[config.mk]
export PLATFORM = sky130hd
export DESIGN_NAME = shbit_unit
export DESIGN_NICKNAME = d
export VERILOG_FILES = /design/src/rtl/shbit_pkg.sv /design/src/rtl/shbit_decode.sv /design/src/rtl/shbit_shifter.sv /design/src/rtl/shbit_bitop.sv /design/src/rtl/shbit_unit.sv
export SDC_FILE = /design/constraint.sdc
export NUM_CORES = 1
export LEC_CHECK = 0
export ABC_AREA = 1
export BUFFER_PORTS_ARGS = -buffer_cell sky130_fd_sc_hd__buf_2
export CORE_MARGIN = 2
export CORE_UTILIZATION = 45
export DETAILED_ROUTE_END_ITERATION = 6
export PLACE_DENSITY = 0.72
export SYNTH_ARGS = -nofsm -noshare
export SYNTH_HDL_FRONTEND = slang
export SYNTH_SLANG_ARGS = --single-unit
[constraint.sdc]
create_clock -name clk -period 1.5 [get_ports clk]
set_input_delay 0.225 -clock clk [delete_from_list [all_inputs] [get_ports clk]]
set_output_delay 0.225 -clock clk [all_outputs]
set_load 0.05 [all_outputs]
[src/rtl/shbit_pkg.sv]
package shbit_pkg;

    localparam int DATA_W  = 8;
    localparam int IDX_W   = 3;
    localparam int FLAG_W  = 4;
    localparam int CYC_REG = 8;
    localparam int CYC_MEM = 16;
    localparam int CYC_ACC = 4;
    localparam int CYC_W   = $clog2(CYC_MEM + 1);
    localparam logic [IDX_W-1:0] IDX_MEM = 3'd6;
    localparam logic [IDX_W-1:0] IDX_ACC = 3'd7;

    // flag vector bit positions
    localparam int FZ = 3;
    localparam int FN = 2;
    localparam int FH = 1;
    localparam int FC = 0;

    typedef enum logic [1:0] {
        GRP_SHIFT = 2'b00,
        GRP_TEST  = 2'b01,
        GRP_CLR   = 2'b10,
        GRP_SET   = 2'b11
    } grp_e;

    typedef enum logic [2:0] {
        SH_ROL  = 3'd0,
        SH_ROR  = 3'd1,
        SH_ROLC = 3'd2,
        SH_RORC = 3'd3,
        SH_ASL  = 3'd4,
        SH_ASR  = 3'd5,
        SH_NIB  = 3'd6,
        SH_LSR  = 3'd7
    } shk_e;

    typedef struct packed {
        grp_e             grp;
        logic [2:0]       sel;   // shift kind or bit number
        logic [IDX_W-1:0] src;
        logic             acc;
    } dec_t;

    typedef struct packed {
        logic [DATA_W-1:0] result;
        logic              wr;
        logic [FLAG_W-1:0] flags;
        logic [IDX_W-1:0]  src;
        logic              mem;
        logic [CYC_W-1:0]  cycles;
    } out_t;

endpackage

[src/rtl/shbit_decode.sv]
module shbit_decode
    import shbit_pkg::*;
(
    input  logic [7:0] op_i,
    input  logic       acc_i,
    output dec_t       dec_o
);
    always_comb begin
        dec_o = '0;
        dec_o.acc = acc_i;
        if (acc_i) begin
            dec_o.grp = GRP_SHIFT;
            dec_o.sel = {1'b0, op_i[4:3]};
            dec_o.src = IDX_ACC;
        end else begin
            dec_o.grp = grp_e'(op_i[7:6]);
            dec_o.sel = op_i[5:3];
            dec_o.src = op_i[2:0];
        end
    end
endmodule

[src/rtl/shbit_shifter.sv]
module shbit_shifter
    import shbit_pkg::*;
#(
    parameter int W = DATA_W
) (
    input  shk_e         kind_i,
    input  logic [W-1:0] val_i,
    input  logic         cin_i,
    output logic [W-1:0] res_o,
    output logic         cout_o
);
    localparam int HALF = W / 2;

    always_comb begin
        res_o  = val_i;
        cout_o = 1'b0;
        unique case (kind_i)
            SH_ROL:  begin res_o = {val_i[W-2:0], val_i[W-1]}; cout_o = val_i[W-1]; end
            SH_ROR:  begin res_o = {val_i[0], val_i[W-1:1]};   cout_o = val_i[0];   end
            SH_ROLC: begin res_o = {val_i[W-2:0], cin_i};      cout_o = val_i[W-1]; end
            SH_RORC: begin res_o = {cin_i, val_i[W-1:1]};      cout_o = val_i[0];   end
            SH_ASL:  begin res_o = {val_i[W-2:0], 1'b0};       cout_o = val_i[W-1]; end
            SH_ASR:  begin res_o = {val_i[W-1], val_i[W-1:1]}; cout_o = val_i[0];   end
            SH_NIB:  begin res_o = {val_i[HALF-1:0], val_i[W-1:HALF]}; cout_o = 1'b0; end
            SH_LSR:  begin res_o = {1'b0, val_i[W-1:1]};       cout_o = val_i[0];   end
            default: begin res_o = val_i; cout_o = 1'b0; end
        endcase
    end
endmodule

[src/rtl/shbit_bitop.sv]
module shbit_bitop
    import shbit_pkg::*;
#(
    parameter int W = DATA_W
) (
    input  logic [2:0]   bitn_i,
    input  logic         set_i,
    input  logic [W-1:0] val_i,
    output logic [W-1:0] res_o,
    output logic         bit_o
);
    logic [W-1:0] mask;

    for (genvar g = 0; g < W; g++) begin : g_mask
        assign mask[g] = (bitn_i == g[2:0]);
    end

    assign bit_o = |(val_i & mask);
    assign res_o = set_i ? (val_i | mask) : (val_i & ~mask);
endmodule

[src/rtl/shbit_unit.sv]
module shbit_unit
    import shbit_pkg::*;
(
    input  logic              clk,
    input  logic              rst_n,
    input  logic [7:0]        op_i,
    input  logic              acc_rot_i,
    input  logic [DATA_W-1:0] operand_i,
    input  logic [FLAG_W-1:0] flags_i,
    output logic [DATA_W-1:0] result_o,
    output logic              wr_en_o,
    output logic [FLAG_W-1:0] flags_o,
    output logic [IDX_W-1:0]  src_sel_o,
    output logic              mem_op_o,
    output logic [CYC_W-1:0]  cycles_o
);
    dec_t              dec;
    logic [DATA_W-1:0] sh_res;
    logic              sh_cout;
    logic [DATA_W-1:0] bo_res;
    logic              bo_bit;
    out_t              st_d, st_q;

    shbit_decode u_dec (
        .op_i  (op_i),
        .acc_i (acc_rot_i),
        .dec_o (dec)
    );

    shbit_shifter #(.W(DATA_W)) u_sh (
        .kind_i (shk_e'(dec.sel)),
        .val_i  (operand_i),
        .cin_i  (flags_i[FC]),
        .res_o  (sh_res),
        .cout_o (sh_cout)
    );

    shbit_bitop #(.W(DATA_W)) u_bo (
        .bitn_i (dec.sel),
        .set_i  (dec.grp == GRP_SET),
        .val_i  (operand_i),
        .res_o  (bo_res),
        .bit_o  (bo_bit)
    );

    always_comb begin
        st_d        = '0;
        st_d.src    = dec.src;
        st_d.mem    = !dec.acc && (dec.src == IDX_MEM);
        if (dec.acc)
            st_d.cycles = CYC_W'(CYC_ACC);
        else if (dec.src == IDX_MEM)
            st_d.cycles = CYC_W'(CYC_MEM);
        else
            st_d.cycles = CYC_W'(CYC_REG);

        unique case (dec.grp)
            GRP_SHIFT: begin
                st_d.result    = sh_res;
                st_d.wr        = 1'b1;
                st_d.flags[FZ] = dec.acc ? 1'b0 : (sh_res == '0);
                st_d.flags[FN] = 1'b0;
                st_d.flags[FH] = 1'b0;
                st_d.flags[FC] = sh_cout;
            end
            GRP_TEST: begin
                st_d.result    = operand_i;
                st_d.wr        = 1'b0;
                st_d.flags[FZ] = ~bo_bit;
                st_d.flags[FN] = 1'b0;
                st_d.flags[FH] = 1'b1;
                st_d.flags[FC] = flags_i[FC];
            end
            default: begin
                st_d.result = bo_res;
                st_d.wr     = 1'b1;
                st_d.flags  = flags_i;
            end
        endcase
    end

    always_ff @(posedge clk) begin
        if (!rst_n) st_q <= '0;
        else        st_q <= st_d;
    end

    assign result_o  = st_q.result;
    assign wr_en_o   = st_q.wr;
    assign flags_o   = st_q.flags;
    assign src_sel_o = st_q.src;
    assign mem_op_o  = st_q.mem;
    assign cycles_o  = st_q.cycles;

    // bit test never writes back
    assert_test_no_write_R9: assert property (@(posedge clk) disable iff (!rst_n)
        (!acc_rot_i && op_i[7:6] == 2'b01) |=> (!wr_en_o && flags_o[FH] && !flags_o[FN]));

    // clear/set keep flags
    assert_bitmod_flags_R10: assert property (@(posedge clk) disable iff (!rst_n)
        (!acc_rot_i && op_i[7] == 1'b1) |=> (flags_o == $past(flags_i) && wr_en_o));

    // shift group clears N and H
    assert_shift_nh_clear_R8: assert property (@(posedge clk) disable iff (!rst_n)
        (op_i[7:6] == 2'b00 || acc_rot_i) |=> (!flags_o[FN] && !flags_o[FH]));

    // accumulator rotates clear Z and cost 4
    assert_acc_z_clear_R12: assert property (@(posedge clk) disable iff (!rst_n)
        acc_rot_i |=> (!flags_o[FZ] && cycles_o == CYC_W'(CYC_ACC) && src_sel_o == IDX_ACC));

    // memory operand costs 16
    assert_mem_cycles_R3: assert property (@(posedge clk) disable iff (!rst_n)
        (!acc_rot_i && op_i[2:0] == IDX_MEM) |=> (mem_op_o && cycles_o == CYC_W'(CYC_MEM)));

    // nibble exchange clears carry
    assert_swap_carry_R7: assert property (@(posedge clk) disable iff (!rst_n)
        (!acc_rot_i && op_i[7:3] == 5'b00110) |=> !flags_o[FC]);

    // reset state
    assert_reset_zero_R1: assert property (@(posedge clk)
        !rst_n |=> (result_o == '0 && !wr_en_o && flags_o == '0 && cycles_o == '0));

endmodule

==> impl_metrics.env, run 1 <==
export IMPL_switchingPower_w=0.000497
export IMPL_die_w_um=56.1
export IMPL_clockBufferDepth=2
export IMPL_hold_violations=0
export IMPL_max_freq_ghz=0.856
export IMPL_synth_top_family_by_area="simple AND/OR/NAND/NOR gates"
export IMPL_overflow=0
export IMPL_syn_avg_cell_area_um2=6.43
export IMPL_ir_worst_vdd_mv=0.682
export IMPL_period_share=0.779
export IMPL_ys_seq_area_frac=0.328
export IMPL_synth_flop_cell="dfxtp_1"
export IMPL_synth_compound_area_frac=0.162
export IMPL_hold_ws_ps=121
export IMPL_area_delta_synth_final_pct=23.6
export IMPL_syn_area_mm2=0.00122
export IMPL_setup_violations_final=0
export IMPL_cp_num_buf_inv=2
export IMPL_fin_crit_ps=1170
export IMPL_root_buffer="clkbuf_4"
export IMPL_drive_above_1_share=0.300
export IMPL_grt_max_degree=13
export IMPL_cts_sinks=20
export IMPL_pwr_share_clk=0.239
export IMPL_yosys_area_share_xor_xnor=0
export IMPL_cts_resized=0
export IMPL_grt_pass1_vias=1225
export IMPL_whs_path_depth=3
export IMPL_antenna_found_initial=0
export IMPL_synth_cell_type_count=27
export IMPL_cts_setup_buffers=0
export IMPL_hold_start="flags_i[2]"
export IMPL_rows=18
export IMPL_slew_violations=0
export IMPL_power_density_mw_per_mm2=884
export IMPL_layout_area_seq_um2=400
export IMPL_nets=261
export IMPL_dr_wl_met2_um=1560
export IMPL_h_tree_depth=1
export IMPL_final_common_cell="nand2_1"
export IMPL_diodes=0
export IMPL_synthMuxAreaShare=0
export IMPL_coreArea_mm2=0.00252
export IMPL_netSwitchingFraction=0.373
export IMPL_start_util=0.484
export IMPL_wire_per_inst_um=12.8
export IMPL_cts_hold_buf=0
export IMPL_status="finished clean"
export IMPL_netlist_instances=190
export IMPL_gp_congestion=0.971
export IMPL_path_class="input pin to flop"
export IMPL_ys_ff_latch=20
export IMPL_yosys_area_share_simple=0.409
export IMPL_dieArea_mm2=0.00315
export IMPL_p_leak_nw=0.803
export IMPL_synth_adder_area_share=0
export IMPL_rsz0062_at_grt="no"
export IMPL_fillerInstances=249
export IMPL_drc_errors=0
export IMPL_synthArstFlopShare=0
export IMPL_whs_endpoint="flags_o[2]"
export IMPL_startpoint_type="input pin"
export IMPL_ant_nets=0
export IMPL_cts_buffers=3
export IMPL_final_cell_mix="nand2_1 (55), buf_2 (42), nor2_1 (24)"
export IMPL_grt_usage=0.223
export IMPL_wl_met1_um=1500
export IMPL_clk_pin_slew_ps=110
export IMPL_maxCapViolCount=0
export IMPL_required_ps=1750
export IMPL_via_per_inst=5.27
export IMPL_seq_power_share=0.429
export IMPL_num_vias=1407
export IMPL_met3_length_um=281
export IMPL_critPathMaxFanout=12
export IMPL_portBuffers=42
export IMPL_drt_iter0_markers=63
export IMPL_io_pins=45
export IMPL_dr_pass1_iters=4
export IMPL_cp_arrival_ps=1410
export IMPL_fin_tns_setup_ps=0
export IMPL_cts_tree="yes"
export IMPL_cp_slowest_cell="buf_2"
export IMPL_die_y_um=56.1
export IMPL_grt_pass1_wl_um=5640
export IMPL_end_kind="flop"
export IMPL_intPower_w=0.000836
export IMPL_synth_edf_count=0
export IMPL_crit_family="simple AND/OR/NAND/NOR gates"
export IMPL_hp_class="input pin to flop"
export IMPL_synth_warnings=0
export IMPL_dp_hpwl_um=2720
export IMPL_highest_layer="met4"
export IMPL_multi_input_area_um2=704
export IMPL_crit_chain="buf_2 -> nor2_2 -> buf_4 -> nand3_1 -> nand2_1 -> nor2_1 -> nand2_1 -> nor2_2 -> nand3_1 -> a21oi_2"
export IMPL_critPathMaxStageDelay_ps=220
export IMPL_wirelength_um=3430
export IMPL_combinationalPowerShare=0.331
## worst max path at each step
| stage | from | endpoint | slack, ps | depth (start not counted) |
|---|---|---|---|---|
| 2_1_floorplan | op_i[3] | flags_o[3] | 340 | 9 |
| 3_3_place_gp | op_i[3] | flags_o[3] | 60 | 11 |
| 3_5_place_dp | op_i[3] | flags_o[3] | 40 | 10 |
| 4_1_cts | op_i[3] | flags_o[3] | 360 | 10 |
| 5_1_grt | op_i[3] | flags_o[3] | 260 | 11 |
| 6_report | op_i[3] | flags_o[3] | 330 | 10 |
## area by class of cell
class / instances / share of cell area
multi-input cells: 147 / 0.467
flip-flops and latches: 20 / 0.265
repair buffers: 50 / 0.179
inverters: 16 / 0.0398
well taps: 30 / 0.0249
clock buffers: 4 / 0.0240
## power by group through the flow
| stage | clock network, W | registers [W] | logic (W) |
|---|---|---|---|
| 6_report | 0.000319 | 0.000573 | 0.000441 |
| 5_1_grt | 0.000343 | 0.000576 | 0.000475 |
| 4_1_cts | 0.000321 | 0.000573 | 0.000437 |
| 3_5_place_dp | 0 | 0.000585 | 0.000436 |
| 3_3_place_gp | 0 | 0.000584 | 0.000440 |
| 2_1_floorplan | 0 | 0.000713 | 0.000185 |
## Yosys cell counts, types with 3 or more instances
master / number / area, um^2
nor2_2: 7 / 43.8
nor2_1: 24 / 90.1
a21oi_1: 11 / 55.1
nand3_1: 19 / 95.1
o21ai_0: 7 / 35.0
inv_2: 3 / 11.3
buf_4: 4 / 30.0
inv_1: 13 / 48.8
dfxtp_1: 20 / 400
nand2_1: 55 / 206
nand4_1: 3 / 18.8
## routing by layer
metal	global-route usage	up-vias
li1	-	712
met1	0.296	601
met2	0.360	82
met3	0.0326	12
met4	0.0952	0
met5	0	-
## cell families (layout without fill, tap and decap cells)
family	Yosys count	after routing
buffers and inverters	24	70
AND/OR/NAND/NOR	113	113
flip-flops	20	20
other	1	2
AO/OA/AOI/OAI	32	32
## state kept, by name, indices dropped and copies added, names as in the netlist
signal     cells
cycles_o       3
flags_o        4
wr_en_o        1
result_o       8
src_sel_o      3
mem_op_o       1
## through the flow
step	utilization	cell area, um^2	std cells	power (W)	setup WS [ps]
after global placement	0.584	1470	263	0.00102	61.4
after floorplan	-	1220	191	0.000898	345
after CTS	0.598	1510	267	0.00133	357
final	0.598	1510	267	0.00133	332
after detailed placement	0.584	1470	263	0.00102	38.9
after global routing	0.598	1510	267	0.00139	264
Power figures use the tool's default switching activity.
==> inputs of run 2 (changes only) <==
--- a/config.mk
+++ b/config.mk
@@ -5,12 +5,12 @@
 export SDC_FILE = /design/constraint.sdc
 export NUM_CORES = 1
 export LEC_CHECK = 0
-export ABC_AREA = 1
+export ABC_AREA = 0
 export BUFFER_PORTS_ARGS = -buffer_cell sky130_fd_sc_hd__buf_2
 export CORE_MARGIN = 2
 export CORE_UTILIZATION = 45
 export DETAILED_ROUTE_END_ITERATION = 6
-export PLACE_DENSITY = 0.72
+export PLACE_DENSITY = 0.71
 export SYNTH_ARGS = -nofsm -noshare
 export SYNTH_HDL_FRONTEND = slang
 export SYNTH_SLANG_ARGS = --single-unit
==> constraint.sdc (replaced) <==
create_clock -name clk -period 1.15 [get_ports clk]
set_input_delay 0.1725 -clock clk [delete_from_list [all_inputs] [get_ports clk]]
set_output_delay 0.1725 -clock clk [all_outputs]
set_load 0.05 [all_outputs]
==> impl_metrics.env, run 2 <==
export IMPL_p_leak_nw=0.908
export IMPL_area_delta_synth_final_pct=40.5
export IMPL_synth_most_common_cell="dfxtp_1"
export IMPL_root_buffer="clkbuf_4"
export IMPL_drive_above_1_share=0.439
export IMPL_dr_pass1_iters=4
export IMPL_via_per_inst=5.88
export IMPL_fin_cells=261
export IMPL_num_vias=1535
export IMPL_netlist_area_leader_share=0.301
export IMPL_placed_cells=255
export IMPL_critPathMaxFanout=7
export IMPL_clockBufferDepth=2
export IMPL_synth_flop_cell="dfxtp_1"
export IMPL_maxCapViolCount=0
export IMPL_cts_sinks=20
export IMPL_period_share=0.968
export IMPL_wirelength_um=4510
export IMPL_rows=19
export IMPL_setup_violations_final=0
export IMPL_netlist_top_cells_count="dfxtp_1 (20), nand2_1 (17), nor2_1 (13)"
export IMPL_wire_per_inst_um=17.3
export IMPL_nets=254
export IMPL_cts_buffers=3
export IMPL_die_y_um=58.4
export IMPL_ys_ff_latch=20
export IMPL_cp_arrival_ps=1360
export IMPL_ys_seq_area_frac=0.301
export IMPL_synth_cell_type_count=56
export IMPL_clk_pin_slew_ps=120
export IMPL_max_freq_ghz=0.898
export IMPL_grt_pass1_vias=1423
export IMPL_end_kind="flop"
export IMPL_final_common_cell="buf_2"
export IMPL_antenna_found_initial=0
export IMPL_ant_nets=0
export IMPL_ys_top_cells_by_area="dfxtp_1 (30%), nand2_1 (4.8%), nor2_1 (3.7%)"
export IMPL_fin_crit_ps=1110
export IMPL_dp_hpwl_um=3410
export IMPL_hold_violations=0
export IMPL_synth_edf_count=0
export IMPL_drc_errors=0
export IMPL_largest_reg_flops=8
export IMPL_p_total_w=0.00207
export IMPL_ir_worst_vdd_mv=1.10
export IMPL_cts_tree="yes"
export IMPL_final_cell_mix="buf_2 (42), buf_4 (38), dfxtp_1 (20)"
export IMPL_synth_warnings=0
export IMPL_synth_area_leader_cell="dfxtp_1"
export IMPL_drt_iter0_markers=94
export IMPL_hp_class="input pin to flop"
export IMPL_slew_violations=0
export IMPL_portBuffers=42
export IMPL_syn_area_mm2=0.00133
export IMPL_cts_hold_buf=0
export IMPL_dieArea_mm2=0.00341
export IMPL_grt_pass1_wl_um=6980
export IMPL_path_class="input pin to flop"
export IMPL_grt_usage=0.268
export IMPL_die_w_um=58.4
export IMPL_power_density_mw_per_mm2=1110
export IMPL_status="finished clean"
export IMPL_diodes=0
export IMPL_whs_path_depth=2
export IMPL_startpoint_type="input pin"
export IMPL_io_pins=45
export IMPL_start_util=0.479
export IMPL_synthArstFlopShare=0
export IMPL_required_ps=1400
export IMPL_overflow=0
export IMPL_netlist_instances=162
export IMPL_fin_tns_setup_ps=0
export IMPL_h_tree_depth=1
export IMPL_gp_congestion=0.908
export IMPL_grt_max_degree=23
export IMPL_coreArea_mm2=0.00278
export IMPL_syn_avg_cell_area_um2=8.22
-- run 2: cell families (layout without fill, tap and decap cells) --
group                  count (synthesis)  count (layout)  synth area share
AO/OA/AOI/OAI                         53              53             0.309
buffers and inverters                 22              89            0.0874
flip-flops                            20              20             0.301
multiplexers                           6               6            0.0507
other                                  1               2           0.00282
AND/OR/NAND/NOR                       60              60             0.249
-- run 2: routing by layer --
| layer | wire length (um) | global-route usage |
|---|---|---|
| met1 | 1830 | 0.345 |
| met2 | 2160 | 0.451 |
| met3 | 393 | 0.0505 |
| met4 | 119 | 0.0864 |
| met5 | 0 | 0 |
-- run 2: worst paths after layout --
path | startpoint | endpoint | slack, ps
setup / recovery | acc_rot_i | flags_o[3] | 40
hold / removal | op_i[0] | cycles_o[4] | 50
-- run 2: cell type report --
cell class                      instances  area, um^2
Multi-Input combinational cell        121         848
Tap cell                               31        38.8
Inverter                                4        15.0
Clock inverter                          1        30.0
Clock buffer                            3        22.5
Timing Repair Buffer                   81         515
Sequential cell                        20         400
Fill cell                             238         911
-- run 2: worst max-delay path, cell delays in order --
cell      delay, ps
buf_2           140
nand3b_4        210
or4_4           420
o211ai_1        100
nand4b_1        130
o31ai_2         180
-- run 2: per-stage QoR --
step	utilization	worst slack [ps]	hold WS [ps]	cell area, um^2
detailed placement	0.639	-299	388	1780
CTS	0.658	20.1	49.5	1830
floorplan	-	-183	252	1370
global placement	0.639	-276	382	1780
global route	0.673	-9.31	41.7	1870
finish	0.673	36.6	48.2	1870
-- run 2: repair_timing --
item	4_1_cts	5_1_grt
setup endpoints to repair	0	3
setup buffers	0	3
resized for setup	0	6
-- run 2: report_power, final --
group / internal (W) / switching [W]
clock: 0.000353 / 0.000237
combinational: 0.000279 / 0.000458
sequential: 0.000738 / 0.00000990
total: 0.00137 / 0.000705
